===== config.mk =====
export PLATFORM = sky130hd
export DESIGN_NAME = tmr_unit
export DESIGN_NICKNAME = d
export VERILOG_FILES = /design/src/rtl/tmr_pkg.sv /design/src/rtl/tmr_tick_gen.sv /design/src/rtl/tmr_sync.sv /design/src/rtl/tmr_chan.sv /design/src/rtl/tmr_unit.sv
export SDC_FILE = /design/constraint.sdc
export NUM_CORES = 1
export LEC_CHECK = 0
export CAP_MARGIN = 20
export CORE_MARGIN = 3
export CORE_UTILIZATION = 60
export CTS_BUF_LIST = sky130_fd_sc_hd__clkbuf_16
export DETAILED_ROUTE_END_ITERATION = 6
export GPL_TIMING_DRIVEN = 1
export PLACE_DENSITY = 0.9
export SLEW_MARGIN = 20
export SYNTH_ARGS = -nofsm -noshare
export SYNTH_HDL_FRONTEND = slang
export SYNTH_HIERARCHICAL = 1
export SYNTH_SLANG_ARGS = --single-unit

===== constraint.sdc =====
create_clock -name clk -period 3 [get_ports clk]
set_input_delay 0.6 -clock clk [delete_from_list [all_inputs] [get_ports clk]]
set_output_delay 0.6 -clock clk [all_outputs]
set_load 0.02 [all_outputs]

===== src/rtl/tmr_pkg.sv =====
package tmr_pkg;
  typedef enum logic [1:0] {
    MODE_PRESC  = 2'b00,
    MODE_WIDE   = 2'b01,
    MODE_RELOAD = 2'b10,
    MODE_HOLD   = 2'b11
  } tmr_mode_e;

  typedef struct packed {
    logic      gate_en;
    logic      ext_sel;
    tmr_mode_e mode;
  } chan_cfg_t;

  localparam int ADDR_W = 3;
  localparam logic [ADDR_W-1:0] ADDR_CFG  = 3'd0;
  localparam logic [ADDR_W-1:0] ADDR_CTRL = 3'd1;
  localparam logic [ADDR_W-1:0] ADDR_LO0  = 3'd2;
endpackage


===== src/rtl/tmr_tick_gen.sv =====
module tmr_tick_gen #(
  parameter int DIV = 12
) (
  input  logic clk,
  input  logic rst_n,
  output logic tick
);
  localparam int CW = (DIV > 1) ? $clog2(DIV) : 1;
  localparam logic [CW-1:0] LAST = CW'(DIV - 1);

  logic [CW-1:0] div_q;

  always_ff @(posedge clk or negedge rst_n) begin
    if (!rst_n)            div_q <= '0;
    else if (div_q == LAST) div_q <= '0;
    else                   div_q <= div_q + 1'b1;
  end

  assign tick = (div_q == LAST);
endmodule


===== src/rtl/tmr_sync.sv =====
module tmr_sync #(
  parameter int N = 2
) (
  input  logic         clk,
  input  logic         rst_n,
  input  logic [N-1:0] d,
  output logic [N-1:0] q
);
  logic [N-1:0] meta_q;

  always_ff @(posedge clk or negedge rst_n) begin
    if (!rst_n) begin
      meta_q <= '0;
      q      <= '0;
    end else begin
      meta_q <= d;
      q      <= meta_q;
    end
  end
endmodule


===== src/rtl/tmr_chan.sv =====
module tmr_chan
  import tmr_pkg::*;
#(
  parameter int W  = 8,
  parameter int PS = 5
) (
  input  logic         clk,
  input  logic         rst_n,
  input  logic         tick,
  input  chan_cfg_t    cfg,
  input  logic         run,
  input  logic         gate_in,
  input  logic         ext_in,
  input  logic         wr_lo,
  input  logic         wr_hi,
  input  logic [W-1:0] wdata,
  output logic [W-1:0] lo,
  output logic [W-1:0] hi,
  output logic         ovf_set,
  output logic         ovf_pulse
);
  localparam int PW = W + PS;

  logic         samp_q;
  logic         fall;
  logic         step;
  logic         wrap;
  logic [W-1:0] lo_n, hi_n;
  logic [PW-1:0] p13;
  logic [2*W-1:0] p16;

  always_ff @(posedge clk or negedge rst_n) begin
    if (!rst_n)    samp_q <= 1'b0;
    else if (tick) samp_q <= ext_in;
  end

  assign fall = tick & samp_q & ~ext_in;
  assign step = run & (~cfg.gate_en | gate_in) & (cfg.ext_sel ? fall : tick)
              & ~wr_lo & ~wr_hi;
  assign p13  = {hi, lo[PS-1:0]} + 1'b1;
  assign p16  = {hi, lo} + 1'b1;

  always_comb begin
    lo_n = lo;
    hi_n = hi;
    wrap = 1'b0;
    unique case (cfg.mode)
      MODE_PRESC: begin
        wrap = &{hi, lo[PS-1:0]};
        lo_n = {lo[W-1:PS], p13[PS-1:0]};
        hi_n = p13[PW-1:PS];
      end
      MODE_WIDE: begin
        wrap = &{hi, lo};
        {hi_n, lo_n} = p16;
      end
      MODE_RELOAD: begin
        wrap = &lo;
        lo_n = wrap ? hi : lo + 1'b1;
      end
      default: ;
    endcase
  end

  assign ovf_set = step & wrap;

  always_ff @(posedge clk or negedge rst_n) begin
    if (!rst_n) begin
      lo        <= '0;
      hi        <= '0;
      ovf_pulse <= 1'b0;
    end else begin
      ovf_pulse <= ovf_set;
      if (wr_lo) lo <= wdata;
      if (wr_hi) hi <= wdata;
      if (step) begin
        lo <= lo_n;
        hi <= hi_n;
      end
    end
  end
endmodule


===== src/rtl/tmr_unit.sv =====
module tmr_unit
  import tmr_pkg::*;
#(
  parameter int TICK_DIV = 12,
  parameter int NCH      = 2,
  parameter int W        = 8,
  parameter int PS       = 5
) (
  input  logic              clk,
  input  logic              rst_n,
  input  logic              reg_wr,
  input  logic [ADDR_W-1:0] reg_addr,
  input  logic [W-1:0]      reg_wdata,
  output logic [W-1:0]      reg_rdata,
  input  logic [NCH-1:0]    ext_cnt_pin,
  input  logic [NCH-1:0]    gate_pin,
  output logic [NCH-1:0]    ovf_pulse,
  output logic [NCH-1:0]    ovf_flag
);
  localparam int AUXW = W - 2 * NCH;

  logic                  tick;
  logic [NCH-1:0]        ext_s, gate_s;
  chan_cfg_t [NCH-1:0]   mode_q;
  logic [NCH-1:0]        tf_q, tr_q;
  logic [AUXW-1:0]       aux_q;
  logic [NCH-1:0][W-1:0] cnt_lo, cnt_hi;
  logic [NCH-1:0]        ovf_set;
  logic                  ctrl_wr;

  tmr_tick_gen #(.DIV(TICK_DIV)) tick_i (.clk(clk), .rst_n(rst_n), .tick(tick));

  tmr_sync #(.N(2 * NCH)) sync_i (
    .clk(clk), .rst_n(rst_n),
    .d({gate_pin, ext_cnt_pin}),
    .q({gate_s, ext_s})
  );

  assign ctrl_wr = reg_wr && (reg_addr == ADDR_CTRL);

  always_ff @(posedge clk or negedge rst_n) begin
    if (!rst_n) begin
      mode_q <= '0;
      tf_q   <= '0;
      tr_q   <= '0;
      aux_q  <= '0;
    end else begin
      if (reg_wr && reg_addr == ADDR_CFG) mode_q <= reg_wdata;
      if (ctrl_wr) begin
        aux_q <= reg_wdata[AUXW-1:0];
        for (int i = 0; i < NCH; i++) begin
          tr_q[i] <= reg_wdata[AUXW + 2*i];
          tf_q[i] <= reg_wdata[AUXW + 2*i + 1];
        end
      end
      for (int i = 0; i < NCH; i++)
        if (ovf_set[i]) tf_q[i] <= 1'b1;
    end
  end

  for (genvar i = 0; i < NCH; i++) begin : g_chan
    localparam logic [ADDR_W-1:0] LO_A = ADDR_LO0 + ADDR_W'(2 * i);
    localparam logic [ADDR_W-1:0] HI_A = LO_A + 1'b1;

    tmr_chan #(.W(W), .PS(PS)) chan_i (
      .clk(clk), .rst_n(rst_n), .tick(tick),
      .cfg(mode_q[i]), .run(tr_q[i]),
      .gate_in(gate_s[i]), .ext_in(ext_s[i]),
      .wr_lo(reg_wr && reg_addr == LO_A),
      .wr_hi(reg_wr && reg_addr == HI_A),
      .wdata(reg_wdata),
      .lo(cnt_lo[i]), .hi(cnt_hi[i]),
      .ovf_set(ovf_set[i]), .ovf_pulse(ovf_pulse[i])
    );
  end

  always_comb begin
    reg_rdata = '0;
    if (reg_addr == ADDR_CFG)       reg_rdata = mode_q;
    else if (reg_addr == ADDR_CTRL) begin
      reg_rdata[AUXW-1:0] = aux_q;
      for (int i = 0; i < NCH; i++) begin
        reg_rdata[AUXW + 2*i]     = tr_q[i];
        reg_rdata[AUXW + 2*i + 1] = tf_q[i];
      end
    end else begin
      for (int i = 0; i < NCH; i++) begin
        if (reg_addr == ADDR_LO0 + ADDR_W'(2 * i))     reg_rdata = cnt_lo[i];
        if (reg_addr == ADDR_LO0 + ADDR_W'(2 * i + 1)) reg_rdata = cnt_hi[i];
      end
    end
  end

  assign ovf_flag = tf_q;
endmodule


Yosys cells after proc, flatten, opt, wreduce, memory -nomap -nowiden
Cells that the tools add are included.
W data, S select, Z words.
{ "classes": {"n_addsub": 7, "multipliers": 0, "div_mod_pow": 0, "n_lt_le_gt_ge": 0, "eq_ne": 18, "n_shift": 0, "mux": 28, "n_bitwise": 24, "reduce_logical": 27} }
{ "ops": {"columns": ["op", "count"], "rows": [
  ["$mux W8", 16],
  ["$pmux W8 S3", 2],
  ["$add A16 B1 Y16 const B", 2],
  ["$pmux W8 S2", 2],
  ["$reduce_and A16 Y1", 2],
  ["$add A13 B1 Y13 const B", 2],
  ["$reduce_and A13 Y1", 2],
  ["$add A8 B1 Y8 const B", 2],
  ["$reduce_and A8 Y1", 2],
  ["$and A1 B1 Y1", 14],
  ["$ne A3 B3 Y1 const B", 4],
  ["$reduce_bool A2 Y1", 6],
  ["$ne A4 B4 Y1 const B", 2],
  ["$not A1 Y1", 8],
  ["$reduce_and A2 Y1", 4],
  ["$eq A3 B2 Y1 const B", 2],
  ["$eq A3 B3 Y1 const B", 2],
  ["$logic_and A1 B1 Y1", 6],
  ["$pmux W1 S3", 2],
  ["$reduce_and A3 Y1", 2],
  ["$add A4 B1 Y4 const B", 1],
  ["$eq A2 B1 Y1 const B", 2],
  ["$eq A2 B2 Y1 const B", 2],
  ["$eq A4 B4 Y1 const B", 1],
  ["other kinds (8)", 14]
]} }
{ "totals": {"register_bits": 64, "latch_bits": 0, "mem_bits_rw": 0, "mem_bits_ro": 0, "output_inout_bits": 12, "word_cells": 127, "n_memories": 0} }

Depth between registers and ports, before layout
Gate-level depths: netlist of the first run.
{ "logic_depth": {"depth_word": 9, "mapped_depth": 9, "ltp_nobuf": 8} }

Modules after synthesis
The synthesis of the first run kept the hierarchy.
{ "modules_own_cells": {"columns": ["module", "n_inst", "cells_per_inst", "area_each_um2"], "rows": [
  ["tmr_chan", 2, 171, 1491.4],
  ["tmr_unit", 1, 99, 1131.1],
  ["tmr_sync", 1, 8, 200.2],
  ["tmr_tick_gen", 1, 14, 173.9]
]} }

Worst setup path after synthesis of the first run
No wires, ideal clock.
{ "synth_path": {"kind": "register -> register", "start": "reg tick_i.div_q[0]", "end": "reg g_chan[0].chan_i.hi[7]", "setup_ns": 0.131, "arrival_ns": 2.218, "setup_slack_ns": 0.650, "stages_incl_launch_ff": 9, "path_buffers": 0, "cell_sequence": "dfrtp_1 ha_1 nand2b_4 nor2_2 nand2_4 a2111oi_4 a21oi_2 a22o_1 or3_1"} }
{ "synth_between": {"elab_chain_cells": 9, "elab_cells_between_ends": 11, "cone_classes": "eq/ne (2); mux (2); bitwise (5); reduce/logical (2)"} }
{ "synth_lines": {"columns": ["item", "line_no", "text"], "rows": [
  ["start, declared", "tmr_tick_gen.sv:11", "logic [CW-1:0] div_q;"],
  ["start signal, assigned", "tmr_tick_gen.sv:16", "else div_q <= div_q + 1'b1;"],
  ["$eq A4 B4 Y1 *", "tmr_tick_gen.sv:19", "assign tick = (div_q == LAST);"],
  ["named net tick", "tmr_unit.sv:22", "logic tick;"],
  ["$and A1 B1 Y1 (2 in series)", "tmr_chan.sv:37", "assign fall = tick & samp_q & ~ext_in;"],
  ["$mux W1 *", "tmr_chan.sv:38", "assign step = run & (~cfg.gate_en | gate_in) & (cfg.ext_sel ? fall : tick)"],
  ["$and A1 B1 Y1 *", "tmr_chan.sv:38", null],
  ["$and A1 B1 Y1 * (2 in series)", "tmr_chan.sv:39", "& ~wr_lo & ~wr_hi;"],
  ["$ne A3 B3 Y1 (no source line) or $reduce_bool A2 Y1 (tied branches)", null, null],
  ["$reduce_and A2 Y1 (no source line)", null, null],
  ["end signal, assigned", "tmr_chan.sv:75", "if (wr_hi) hi <= wdata;"],
  ["end signal, assigned", "tmr_chan.sv:78", "hi <= hi_n;"],
  ["end, declared", "tmr_chan.sv:18", "output logic [W-1:0] hi,"]
]} }
Mark *: on every way through the listed nets, which the timed path passes. The rest lies on a longest branch.
A chain may end at the register's enable or synchronous reset.

Worst setup path in the final report of the first run
{ "layout_path": {"start": "in reg_addr[1]", "end": "out reg_rdata[6]"} }
{ "layout_between": {"elab_chain_cells": 7, "elab_cells_between_ends": 12, "cone_classes": "eq/ne (5); mux (6); reduce/logical (1)"} }
{ "layout_lines": {"columns": ["item", "line_no", "text"], "rows": [
  ["start, declared", "tmr_unit.sv:12", "input logic [ADDR_W-1:0] reg_addr,"],
  ["$eq A3 B2 Y1", "tmr_unit.sv:88", "if (reg_addr == ADDR_LO0 + ADDR_W'(2 * i)) reg_rdata = cnt_lo[i];"],
  ["$mux W8", "tmr_unit.sv:88", null],
  ["$mux W8", "tmr_unit.sv:89", "if (reg_addr == ADDR_LO0 + ADDR_W'(2 * i + 1)) reg_rdata = cnt_hi[i];"],
  ["$mux W8", "tmr_unit.sv:88", null],
  ["$mux W8", "tmr_unit.sv:89", null],
  ["$mux W8", "tmr_unit.sv:80", "else if (reg_addr == ADDR_CTRL) begin"],
  ["$mux W8 *", "tmr_unit.sv:79", "if (reg_addr == ADDR_CFG) reg_rdata = mode_q;"],
  ["end, declared", "tmr_unit.sv:14", "output logic [W-1:0] reg_rdata,"]
]} }
Mark *: on every way between the ends. The rest lies on a longest branch, timed or not.

==> results.txt, run 1 <==
----------------------------------------------------
[Pwr]
  Standby leakage power ... 0.00224 uW
  Post-route total power ... approximately 3700 uW
  Power Density ... slightly below 700 nW/um^2
  Peak ir drop on the vdd network ... 0.473 mV

[Final layout]
  Post-layout instance count excluding filler cells ... 621
  Antenna fix cells ... 0
  Fraction of final layout cells with drive strength greater than 1 ... 0.227
  Commonest non-fill, non-tap cells in the layout ... sky130_fd_sc_hd__dfrtp_1, sky130_fd_sc_hd__nand2_1, sky130_fd_sc_hd__nor2_1
  Layout area overhead ... 20.1%
  Final non-filler cell area ... roughly 5400 sq um
  Total Nets Final ... 549
  Commonest non-fill, non-tap cell in the layout ... sky130_fd_sc_hd__dfrtp_1

[Global route]
  Global-route usage over all layers ... 0.339
  Number of antenna violations at the first check in global routing ... 0
  Via count of the first global-routing pass ... 4372
  Maximum number of pins on one net before global-route repair ... 25
  Total congestion overflow ... 0
  Wire length of the first global-routing pass ... 22500 microns

[Placement]
  Weighted congestion reported at the end of routability-driven placement ... 0.970
  Post-detailed-placement cell area ... 5040 sq um
  Placed cell count ... about 610
  Port-buffer cells ... 29
  Final HPWL from detailed placement ... 10000 microns

[Clocking]
  Clk slew on worst S/H paths ... roughly 60 ps
  Clk Latency, worst-skew pair ... ~330 ps
  TritonCTS clock tree ... yes
  CTS H-tree depth ... 3
  Inserted Clock Buffers ... 9
  Number of buffers inserted by hold repair at cts ... 0
  Postcts setup bufs ... 0
  Cell at the root of the clock tree ... sky130_fd_sc_hd__clkbuf_16
  Clk buf depth ... 2
  Sink Count ... 64
  Post-cts sizing count ... 9

[Floorplanning]
  Total core area ... ~7000 sq um
  Starting utilization of the core area ... 0.639
  Number of standard-cell rows in the floorplan ... 30
  Floorplan die height ... 92.5 microns
  Die outline area ... 8550 sq um
  Horizontal extent of the die ... 92.5 microns
  Number of placed I/O pins ... 30

[Synth]
  Count of yosys warnings during synthesis ... 6
  FF+latch count, synth ... 64
  Post-synthesis instance total ... approximately 460
  Post-synthesis simple-gate area fraction ... 0.174
  Number of flops mapped to enable cells by yosys ... 0
  Top flip-flop cell by instance count after synthesis ... sky130_fd_sc_hd__dfrtp_1
  Multiplexer share of the synthesized area ... 0.0937
  Xor and xnor area share after synthesis ... 0.0156
  Unique masters post-synth ... 69
  Post-synthesis adder-cell area fraction ... 0.0307
  Portion of the post-synthesis area used by sequential elements ... 0.357
  Main combinational cell family by area after synthesis ... compound AO/OA/AOI/OAI gates
  Syn avg cell area ... 9.69 sq um
  Post-Synthesis Cell Area ... between 4000 and 5000 sq um
  Compound-cell area share of the yosys netlist ... 0.290
  Net count of the mapped netlist ... 492
  Share of flip-flops with an asynchronous set or reset after synthesis ... 1.00

[Worst setup path]
  Peak per-stage delay on the critical path ... 450 ps
  Type of element launching the critical path ... input port
  Required time of the critical path ... 2400 ps
  Reg-to-reg critical path startpoint ... tick_i/div_q[0]
  R2r worst-path depth ... 8
  Reg-to-reg setup timing slack ... approximately 370 ps
  Critical path data arrival time ... 2220 ps
  Reg-to-reg endpoint ... g_chan[0].chan_i/hi[3]
  Setup crit end kind ... primary output
  Critical path's slowest cell ... sky130_fd_sc_hd__clkdlybuf4s50_1
  CP Cell Sequence ... clkdlybuf4s50_1, buf_4, nor2_1, buf_4, a22oi_1, o22ai_1, dlygate4sd2_1
  CP Class ... input port to primary output
  Most used cell, CP ... sky130_fd_sc_hd__buf_4
  Crit path max fanout ... 11

[Timing]
  RSZ-0062 raised after global routing ... false
  Final Hold Violating Endpoints ... 0
  Post-Route Setup TNS ... 0 ps
  Largest clock skew in the final design ... 3.73 ps
  Rel. slew slack ... 0.618
  Final critical-path share of the clock period ... 0.939
  Time the worst path needs with I/O delays and setup ... 2820 ps
  Setup violations, final ... 0
  Measured slew at the worst slew-check pin ... 573 ps
  Peak Freq ... around 0.36 GHz
  Number of slew-limit violations in the final report ... 0

[Route]
  Detail-routed net length per standard cell ... 22.9 microns
  DR DRC count ... 3
  Number of vias per cell ... a little over 7
  Number of vias after detailed routing ... 4475
  DRT iter0 DRCs ... a little over 800
  Final Routed Wirelength ... ~14000 microns
  Residual antenna-violating net count after detailed routing ... 0
  Number of iterations in the first detailed-routing pass ... 7

[Run status]
  Run status ... complete, but fails checks
  Violated checks ... design-rule violations

[Flow run]
  Number of max-cap violations ... 0

[Min path]
  Min-Delay Path Class ... input port to asynchronous set/reset pin

----------------------------------------------------
[kinds of logic after synthesis]
| group | Yosys count |
|---|---|
| AOI/OAI and AO/OA | 165 |
| and+or+nand+nor | 143 |
| DFF | 64 |
| buffers and inverters | 36 |
| muxes | 36 |
| adders and majority gates | 11 |
| xor gates and xnor gates | 8 |
[sequential cells by signal, summed over array words and instances (netlist names)]
register                 flops
aux_q                        4
g_chan.chan_i/hi            16
g_chan.chan_i/lo            16
g_chan.chan_i/ovf_pulse      2
g_chan.chan_i/samp_q         2
mode_q                       8
ovf_flag                     2
sync_i/meta_q                4
sync_i/q                     4
tick_i/div_q                 4
tr_q                         2
[stage by stage]
step           hold WS, ps   util  worst slack (ps)
2_1_floorplan          304      -               650
3_3_place_gp           342  0.719             -68.0
3_5_place_dp           344  0.719              -183
4_1_cts                222  0.767              10.4
5_1_grt                243  0.768               142
6_report               212  0.768               183
[layout make-up]
type	count	area, sq um
clock buffers	9	225
clock inverters	7	119
fillers	468	1630
inverters	22	82.6
multi-input cells	363	2710
flip-flops and latches	64	1600
well taps	96	120
repair buffers	60	529
[per-layer routing]
layer / wire length [microns] / track usage / vias to the layer above
met5: 0 / 0 / -
li1: - / - / 1904
met3: 1580 / 0.0780 / 79
met1: 5420 / 0.447 / 2121
met2: 6610 / 0.534 / 371
met4: 581 / 0.149 / 0
[worst max-delay path, delay by kind of cell]
kind	cells	cell delay, ps
buf+inv	4	1140
simple gates	1	90
compound gates	2	380
[synthesized netlist by cell type, drive strengths merged, types with 6 or more instances]
| master | number | area share |
|---|---|---|
| nand4 | 6 | 0.0084 |
| nor2b | 7 | 0.011 |
| o22ai | 9 | 0.013 |
| or2 | 6 | 0.0084 |
| o311ai | 6 | 0.012 |
| nor2 | 37 | 0.032 |
| ha | 11 | 0.031 |
| a221oi | 6 | 0.012 |
| a211oi | 8 | 0.013 |
| nand3 | 16 | 0.019 |
| buf | 9 | 0.017 |
| o21ai | 27 | 0.030 |
| xnor2 | 6 | 0.012 |
| mux2i | 6 | 0.013 |
| nand2b | 10 | 0.021 |
| o41ai | 8 | 0.016 |
| a21oi | 18 | 0.022 |
| a22oi | 16 | 0.027 |
| dfrtp | 64 | 0.36 |
| mux2 | 30 | 0.080 |
| a31o | 12 | 0.023 |
| inv | 20 | 0.017 |
| nand2 | 41 | 0.041 |
[where the power goes]
part	leakage (uW)	total [uW]	internal (uW)	switching, uW
logic	0.00130	1100	496	600
registers	0.000770	1380	1050	329
clock network	0.000164	1220	813	405
total	0.00224	3700	2360	1330
[how the worst max path moves through the flow]
stage | start | end | slack (ps) | cells after the start
detailed placement | reg_addr[0] | reg_rdata[6] | -180 | 6
CTS | reg_addr[0] | reg_rdata[6] | 10 | 6
floorplan | tick_i/div_q[0] | g_chan[0].chan_i/hi[7] | 650 | 8
global placement | reg_addr[2] | reg_rdata[4] | -70 | 6
global route | reg_addr[1] | reg_rdata[6] | 140 | 7
finish | reg_addr[1] | reg_rdata[6] | 180 | 7
Power figures use the tool's default switching activity.
==> inputs of run 2 (changes only) <==
--- a/config.mk
+++ b/config.mk
@@ -7,11 +7,12 @@
 export LEC_CHECK = 0
 export CAP_MARGIN = 20
 export CORE_MARGIN = 3
-export CORE_UTILIZATION = 60
+export CORE_UTILIZATION = 54
 export CTS_BUF_LIST = sky130_fd_sc_hd__clkbuf_16
 export DETAILED_ROUTE_END_ITERATION = 6
 export GPL_TIMING_DRIVEN = 1
-export PLACE_DENSITY = 0.9
+export PLACE_DENSITY_LB_ADDON = 0.1
+export SKIP_CTS_REPAIR_TIMING = 1
 export SLEW_MARGIN = 20
 export SYNTH_ARGS = -nofsm -noshare
 export SYNTH_HDL_FRONTEND = slang
==> constraint.sdc (replaced) <==
create_clock -name clk -period 2.5 [get_ports clk]
set_input_delay 0.5 -clock clk [delete_from_list [all_inputs] [get_ports clk]]
set_output_delay 0.5 -clock clk [all_outputs]
set_load 0.02 [all_outputs]
==> run 2 against run 1 <==
The run now ends clean. Sequential share of layout area is 1.8 points lower. Design area rose by 6.3%. Via count is 0.18% higher. Die area increased by 10%. Global-route usage shrank 4.7 points.
==> results.txt, run 2 (synthesis gave the netlist of run 1 again) <==
----------------------------------------------------
[Global route]
  Wire length of the first global-routing pass ... 22100 microns (was 22500 microns)
  Via count of the first global-routing pass ... 4163 (was 4372)
  Global-route usage over all layers ... 0.292 (was 0.339)
  Number of antenna violations at the first check in global routing ... 0 (unchanged)
  Total congestion overflow ... 0 (unchanged)
  Maximum number of pins on one net before global-route repair ... 39 (was 25)

[Final layout]
  Post-layout instance count excluding filler cells ... 658 (was 621)
  Total Nets Final ... 580 (was 549)
  Fraction of final layout cells with drive strength greater than 1 ... 0.290 (was 0.227)
  Antenna fix cells ... 0 (unchanged)
  Layout area overhead ... 27.7% (was 20.1%)
  Commonest non-fill, non-tap cells in the layout ... sky130_fd_sc_hd__dfrtp_1, sky130_fd_sc_hd__buf_4, sky130_fd_sc_hd__nand2_1 (was sky130_fd_sc_hd__dfrtp_1, sky130_fd_sc_hd__nand2_1, sky130_fd_sc_hd__nor2_1)
  Largest registers ... g_chan.chan_i/hi (16), g_chan.chan_i/lo (16), mode_q (8) (unchanged)
  Commonest non-fill, non-tap cell in the layout ... sky130_fd_sc_hd__dfrtp_1 (unchanged)
  Core Util, Final ... 0.727 (was 0.768)

[Timing]
  Largest clock skew in the final design ... 5.58 ps (was 3.73 ps)
  RSZ-0062 raised after global routing ... true (was false)
  Measured slew at the worst slew-check pin ... 669 ps (was 573 ps)
  Peak Freq ... just over 0.4 GHz
  Number of slew-limit violations in the final report ... 0 (unchanged)
  Final Hold Violating Endpoints ... 0 (unchanged)
  Post-Route Setup TNS ... 0 ps (unchanged)
  Rel. slew slack ... 0.554 (was 0.618)
  Time the worst path needs with I/O delays and setup ... 2430 ps
  Setup violations, final ... 0 (unchanged)
  Final critical-path share of the clock period ... 0.970

[Route]
  Number of vias after detailed routing ... 4483 (was 4475)
  DRT iter0 DRCs ... 443 (was 822)
  Number of iterations in the first detailed-routing pass ... 6 (was 7)
  DR DRC count ... 0 (was 3)
  Final Routed Wirelength ... 13900 microns (was 14200 microns)
  Number of vias per cell ... 6.81 (was 7.21)
  Residual antenna-violating net count after detailed routing ... 0 (unchanged)
  Detail-routed net length per standard cell ... 21.2 microns (was 22.9 microns)

[Pwr]
  Peak ir drop on the vdd network ... 0.491 mV (was 0.473 mV)
  Power Density ... 778 nW/um^2 (was 686 nW/um^2)
  Standby leakage power ... 0.00248 uW (was 0.00224 uW)

[Worst setup path]
  Reg-to-reg endpoint ... g_chan[0].chan_i/hi[2] (was g_chan[0].chan_i/hi[3])
  Peak per-stage delay on the critical path ... 470 ps (was 450 ps)
  CP Class ... input port to primary output (unchanged)
  Crit path max fanout ... 9 (was 11)
  Reg-to-reg setup timing slack ... 120 ps (was 370 ps)
  CP Cell Sequence ... clkdlybuf4s50_1, buf_6, nor2b_4, buf_4, a221oi_1, o21ai_1, clkbuf_2 (was clkdlybuf4s50_1, buf_4, nor2_1, buf_4, a22oi_1, o22ai_1, dlygate4sd2_1)
  Startpoint of the worst setup timing path ... reg_addr[2] (was reg_addr[1])
  Reg-to-reg critical path startpoint ... tick_i/div_q[0] (unchanged)
  R2r worst-path depth ... 7 (was 8)
  Worst setup path endpoint ... reg_rdata[5] (was reg_rdata[6])
  Type of element launching the critical path ... input port (unchanged)
  Required time of the critical path ... 2000 ps (was 2400 ps)
  Critical path data arrival time ... 1930 ps (was 2220 ps)
  Setup crit end kind ... primary output (unchanged)
  Critical path's slowest cell ... sky130_fd_sc_hd__clkdlybuf4s50_1 (unchanged)

[Clocking]
  Sink Count ... 64 (unchanged)
  Clk Latency, worst-skew pair ... 330 ps (about the same)
  Cell at the root of the clock tree ... sky130_fd_sc_hd__clkbuf_16 (unchanged)
  Clk slew on worst S/H paths ... 60 ps (about the same)
  CTS H-tree depth ... 3 (unchanged)
  TritonCTS clock tree ... yes (unchanged)
  Clk buf depth ... 2 (unchanged)
  Inserted Clock Buffers ... 9 (unchanged)

[Floorplanning]
  Total core area ... 7890 sq um (was 7020 sq um)
  Number of placed I/O pins ... 30 (unchanged)
  Starting utilization of the core area ... 0.569 (was 0.639)
  Die outline area ... 9440 sq um (was 8550 sq um)
  Number of standard-cell rows in the floorplan ... 32 (was 30)
  Floorplan die height ... 97.2 microns (was 92.5 microns)
  Horizontal extent of the die ... 97.2 microns (was 92.5 microns)

[Flow run]
  Number of max-cap violations ... 0 (unchanged)

[Min path]
  Min-Delay Path Class ... input port to asynchronous set/reset pin (unchanged)

[Run status]
  Run status ... finished clean (was complete, but fails checks)

[Placement]
  Port-buffer cells ... 29 (unchanged)
  Weighted congestion reported at the end of routability-driven placement ... 1.00 (was 0.970)
  Final HPWL from detailed placement ... 9920 microns (was 10000 microns)
  Placed cell count ... 640 (was 605)

----------------------------------------------------
## run 2: cell types whose count changed in the layout (fill, tap and decap cells not counted), moves of 3 or more
| cell | change |
|---|---|
| sky130_fd_sc_hd__nor2_1 | -5 |
| sky130_fd_sc_hd__nor2_4 | +3 |
| sky130_fd_sc_hd__dlygate4sd2_1 | -8 |
| sky130_fd_sc_hd__dlymetal6s2s_1 | +6 |
| sky130_fd_sc_hd__buf_4 | +29 |
## run 2: power by group
group / switching [uW] / internal [uW] / total, uW
Clock: 484 / 975 / 1460
Combinational: 718 / 634 / 1350
Sequential: 381 / 1260 / 1650
## run 2: worst min path at each step
stage,depth (start not counted),start,endpoint
after floorplan,0,rst_n,aux_q[0]
after global placement,0,sync_i/meta_q[2],sync_i/q[2]
after detailed placement,0,sync_i/meta_q[1],sync_i/q[1]
after CTS,1,rst_n,tick_i/div_q[0]
after global routing,1,rst_n,tick_i/div_q[0]
final,1,rst_n,tick_i/div_q[0]
## run 2: stage by stage
step / worst slack (ps) / power [uW] / hold WS, ps / area, sq um
finish: 74.2 / 4460 / 196 / 5730
global route: -22.5 / 4690 / 250 / 5730
CTS: -487 / 4420 / 218 / 5630
detailed placement: -481 / 2950 / 342 / 5280
global placement: -397 / 2900 / 343 / 5280
floorplan: 150 / 2440 / 204 / 4490
## run 2: area by class of cell
type	instances	area (sq um)
Sequential cell	64	1600
Clock inverter	7	120
Tap cell	102	128
Inverter	22	82.6
Timing Repair Buffer	91	807
Fill cell	588	2160
Clock buffer	9	225
Multi-Input combinational cell	363	2770
## run 2: worst max-delay path: cells and delay by family
family | cells | cell delay [ps]
AOI/OAI and AO/OA | 2 | 420
buffers and inverters | 4 | 940
and+or+nand+nor | 1 | 60
## run 2: metal layers
metal  GRT usage  share of wire  up-vias
li1            -              -     1972
met4      0.0670          0.015        0
met3      0.0589          0.092       28
met1       0.435           0.45     2187
met2       0.438           0.45      296
met5           0              0        -
==> inputs of run 3 (changes only) <==
--- a/config.mk
+++ b/config.mk
@@ -6,11 +6,13 @@
 export NUM_CORES = 1
 export LEC_CHECK = 0
 export CAP_MARGIN = 20
+export CORE_ASPECT_RATIO = 0.7
 export CORE_MARGIN = 3
 export CORE_UTILIZATION = 54
 export CTS_BUF_LIST = sky130_fd_sc_hd__clkbuf_16
 export DETAILED_ROUTE_END_ITERATION = 6
 export GPL_TIMING_DRIVEN = 1
+export MAX_ROUTING_LAYER = met4
 export PLACE_DENSITY_LB_ADDON = 0.1
 export SKIP_CTS_REPAIR_TIMING = 1
 export SLEW_MARGIN = 20
==> run 3 against run 2 <==
Clock skew shrank 0.94 ps. Largest cell class unchanged. Critical path depth rose by 3. Sequential share of layout area rose by 0.30 points. Total power fell by 1.7%. Largest power group unchanged. Clock power shrank 15%. Setup slack better by 89 ps. Sequential cell count unchanged. Combinational power grew 10%. Global-route usage increased by 4.8 points. Sequential power about the same.
==> results.txt, run 3 (synthesis gave the netlist of run 1 again) <==
----------------------------------------------------
[Worst setup path]
  Required time of the critical path ... 2710 ps (was 2000 ps)
  Worst setup path endpoint ... g_chan[1].chan_i/hi[1] (was reg_rdata[5])
  R2r worst-path depth ... 10 (was 7)
  Reg-to-reg setup timing slack ... 160 ps (was 120 ps)
  Type of element launching the critical path ... flip-flop (was input port)
  Crit path max fanout ... 7 (was 9)
  Critical path data arrival time ... 2540 ps (was 1930 ps)
  Setup crit end kind ... flip-flop (was primary output)
  Reg-to-reg endpoint ... g_chan[1].chan_i/hi[1] (was g_chan[0].chan_i/hi[2])
  Startpoint of the worst setup timing path ... tick_i/div_q[0] (was reg_addr[2])
  Reg-to-reg critical path startpoint ... tick_i/div_q[0] (unchanged)
  CP Class ... flip-flop to flip-flop (was input port to primary output)

[Final layout]
  Layout area overhead ... 26.3% (was 27.7%)
  Commonest non-fill, non-tap cells in the layout ... sky130_fd_sc_hd__buf_4, sky130_fd_sc_hd__dfrtp_1, sky130_fd_sc_hd__nand2_1 (was sky130_fd_sc_hd__dfrtp_1, sky130_fd_sc_hd__buf_4, sky130_fd_sc_hd__nand2_1)
  Largest registers ... g_chan.chan_i/hi (16), g_chan.chan_i/lo (16), mode_q (8) (unchanged)
  Reg area ... 1600 sq um (unchanged)
  Footprint of the multi-input gates ... 2720 sq um (was 2770 sq um)
  Fraction of final layout cells with drive strength greater than 1 ... 0.282 (was 0.290)
  Final non-filler cell area ... 5670 sq um (was 5730 sq um)
  Commonest non-fill, non-tap cell in the layout ... sky130_fd_sc_hd__buf_4 (was sky130_fd_sc_hd__dfrtp_1)
  Total of fill cells in the finished design ... 647 (was 588)
  Post-layout instance count excluding filler cells ... 665 (was 658)
  Total Nets Final ... 587 (was 580)

[Timing]
  Measured slew at the worst slew-check pin ... 615 ps (was 669 ps)
  Time the worst path needs with I/O delays and setup ... 2340 ps (was 2430 ps)
  Final critical-path share of the clock period ... 0.935 (was 0.970)
  Rel. slew slack ... 0.589 (was 0.554)
  Final Hold Violating Endpoints ... 0 (unchanged)
  Number of slew-limit violations in the final report ... 0 (unchanged)
  RSZ-0062 raised after global routing ... false (was true)
  Setup violations, final ... 0 (unchanged)
  Hold slack ... 160 ps (was 196 ps)
  Largest clock skew in the final design ... 4.63 ps (was 5.58 ps)
  Peak Freq ... 0.428 GHz (was 0.412 GHz)

[Route]
  Detail-routed net length per standard cell ... 22.7 microns (was 21.2 microns)
  Number of vias per cell ... 6.67 (was 6.81)
  DR DRC count ... 0 (unchanged)
  DRT iter0 DRCs ... 544 (was 443)
  Number of vias after detailed routing ... 4438 (was 4483)
  Residual antenna-violating net count after detailed routing ... 0 (unchanged)
  Number of iterations in the first detailed-routing pass ... 5 (was 6)
  Final Routed Wirelength ... 15100 microns (was 13900 microns)

[Clocking]
  Inserted Clock Buffers ... 9 (unchanged)
  TritonCTS clock tree ... yes (unchanged)
  Clk slew on worst S/H paths ... 60 ps (about the same)
  Clk buf depth ... 2 (unchanged)
  CTS H-tree depth ... 3 (unchanged)
  Clk Latency, worst-skew pair ... 330 ps (about the same)
  Cell at the root of the clock tree ... sky130_fd_sc_hd__clkbuf_16 (unchanged)
  Sink Count ... 64 (unchanged)

[Floorplanning]
  Floorplan die height ... 82.3 microns (was 97.2 microns)
  Horizontal extent of the die ... 115 microns (was 97.2 microns)
  Die outline area ... 9460 sq um (was 9440 sq um)
  Total core area ... 7970 sq um (was 7890 sq um)
  Starting utilization of the core area ... 0.563 (was 0.569)
  Number of standard-cell rows in the floorplan ... 27 (was 32)
  Number of placed I/O pins ... 30 (unchanged)

[Global route]
  Total congestion overflow ... 0 (unchanged)
  Layer with the highest usage ... met1 (was met2)
  Routing usage on met2 ... 0.428 (was 0.438)
  Global-route usage over all layers ... 0.340 (was 0.292)
  Wire length of the first global-routing pass ... 23300 microns (was 22100 microns)
  Maximum number of pins on one net before global-route repair ... 26 (was 39)
  Global-route track usage on met3 ... 0.133 (was 0.0589)
  Number of antenna violations at the first check in global routing ... 1 (was 0)
  Via count of the first global-routing pass ... 4135 (was 4163)
  Met1 track demand over resource in global routing ... 0.502 (was 0.435)

[Placement]
  Weighted congestion reported at the end of routability-driven placement ... 0.985 (was 1.00)
  Post-detailed-placement cell area ... 5350 sq um (was 5280 sq um)
  Final HPWL from detailed placement ... 11400 microns (was 9920 microns)
  Placed cell count ... 648 (was 640)
  Port-buffer cells ... 29 (unchanged)

[Pwr]
  Part of the total power dissipated in sequential elements ... 0.376 (was 0.369)
  Psw ... 1660 uW (was 1580 uW)
  Peak ir drop on the vdd network ... 0.472 mV (was 0.491 mV)
  Power Density ... 773 nW/um^2 (was 778 nW/um^2)
  Int Power ... 2720 uW (was 2870 uW)
  Net switching share of the total power ... 0.378 (was 0.355)
  Power share of the clock group ... 0.282 (was 0.327)
  Standby leakage power ... 0.00248 uW (about the same)
  Part of the power in combinational logic ... 0.341 (was 0.303)

[Flow run]
  Number of max-cap violations ... 0 (unchanged)

[Min path]
  Min-Delay Path Class ... input port to asynchronous set/reset pin (unchanged)

[Run status]
  Run status ... finished clean (unchanged)

----------------------------------------------------
==> run 3: cell count changes in the layout (fill, tap and decap cells not counted), moves of 2 or more <==
cell | before | now
sky130_fd_sc_hd__bufinv_16 | 3 | 1
sky130_fd_sc_hd__nor2_1 | 30 | 34
sky130_fd_sc_hd__o41ai_1 | 6 | 8
sky130_fd_sc_hd__o41ai_2 | 2 | 0
sky130_fd_sc_hd__nor2_2 | 4 | 2
sky130_fd_sc_hd__nor2_4 | 3 | 1
sky130_fd_sc_hd__o21ai_0 | 18 | 20
sky130_fd_sc_hd__buf_4 | 58 | 67
sky130_fd_sc_hd__o21ai_1 | 9 | 7
==> run 3: per-stage QoR <==
stage	setup WS [ps]	util	TNS (ps)	total power, uW
finish	163	0.711	0	4380
global route	10.7	0.711	0	4610
CTS	-416	0.708	-3910	4350
detailed placement	-423	0.671	-13450	3090
global placement	-420	0.671	-12290	3050
floorplan	150	-	0	2440
==> run 3: layer usage <==
metal / vias up / wire length, microns
li1: 1979 / -
met1: 2172 / 6950
met2: 270 / 5910
met3: 17 / 2040
met4: 0 / 176
met5: - / 0
==> run 3: power groups by stage <==
stage	Combinational [uW]	Sequential (uW)	Clock [uW]
4_1_cts	1460	1630	1260
6_report	1490	1650	1240
3_5_place_dp	1450	1640	0
3_3_place_gp	1410	1640	0
2_1_floorplan	920	1520	0
5_1_grt	1620	1680	1320
==> run 3: worst min path at each step <==
| stage | end | depth (start not counted) | slack [ps] |
|---|---|---|---|
| finish | g_chan[1].chan_i/lo[6] | 1 | 160 |
| global route | g_chan[1].chan_i/hi[5] | 1 | 190 |
| CTS | g_chan[1].chan_i/lo[7] | 1 | 180 |
| detailed placement | sync_i/q[1] | 0 | 340 |
| global placement | sync_i/q[3] | 0 | 330 |
| floorplan | aux_q[0] | 0 | 200 |
==> run 3: layout make-up <==
| cell class | count | share of cell area |
|---|---|---|
| multi-input cells | 363 | 0.479 |
| flip-flops and latches | 64 | 0.282 |
| repair buffers | 98 | 0.148 |
| clock buffers | 9 | 0.0397 |
| well taps | 101 | 0.0223 |
| inverters | 22 | 0.0146 |
| clock inverters | 7 | 0.0128 |
| diodes | 1 | 0.000441 |
==> run 3: critical path, stage by stage (launching register included) <==
cell	delay, ps
sky130_fd_sc_hd__dfrtp_1	380
sky130_fd_sc_hd__ha_1	220
sky130_fd_sc_hd__nand2b_4	80
sky130_fd_sc_hd__nor2_4	180
sky130_fd_sc_hd__nand2_4	80
sky130_fd_sc_hd__a2111oi_4	350
sky130_fd_sc_hd__buf_4	230
sky130_fd_sc_hd__nand2_4	100
sky130_fd_sc_hd__buf_4	170
sky130_fd_sc_hd__a2111oi_4	330
sky130_fd_sc_hd__nor3_1	80
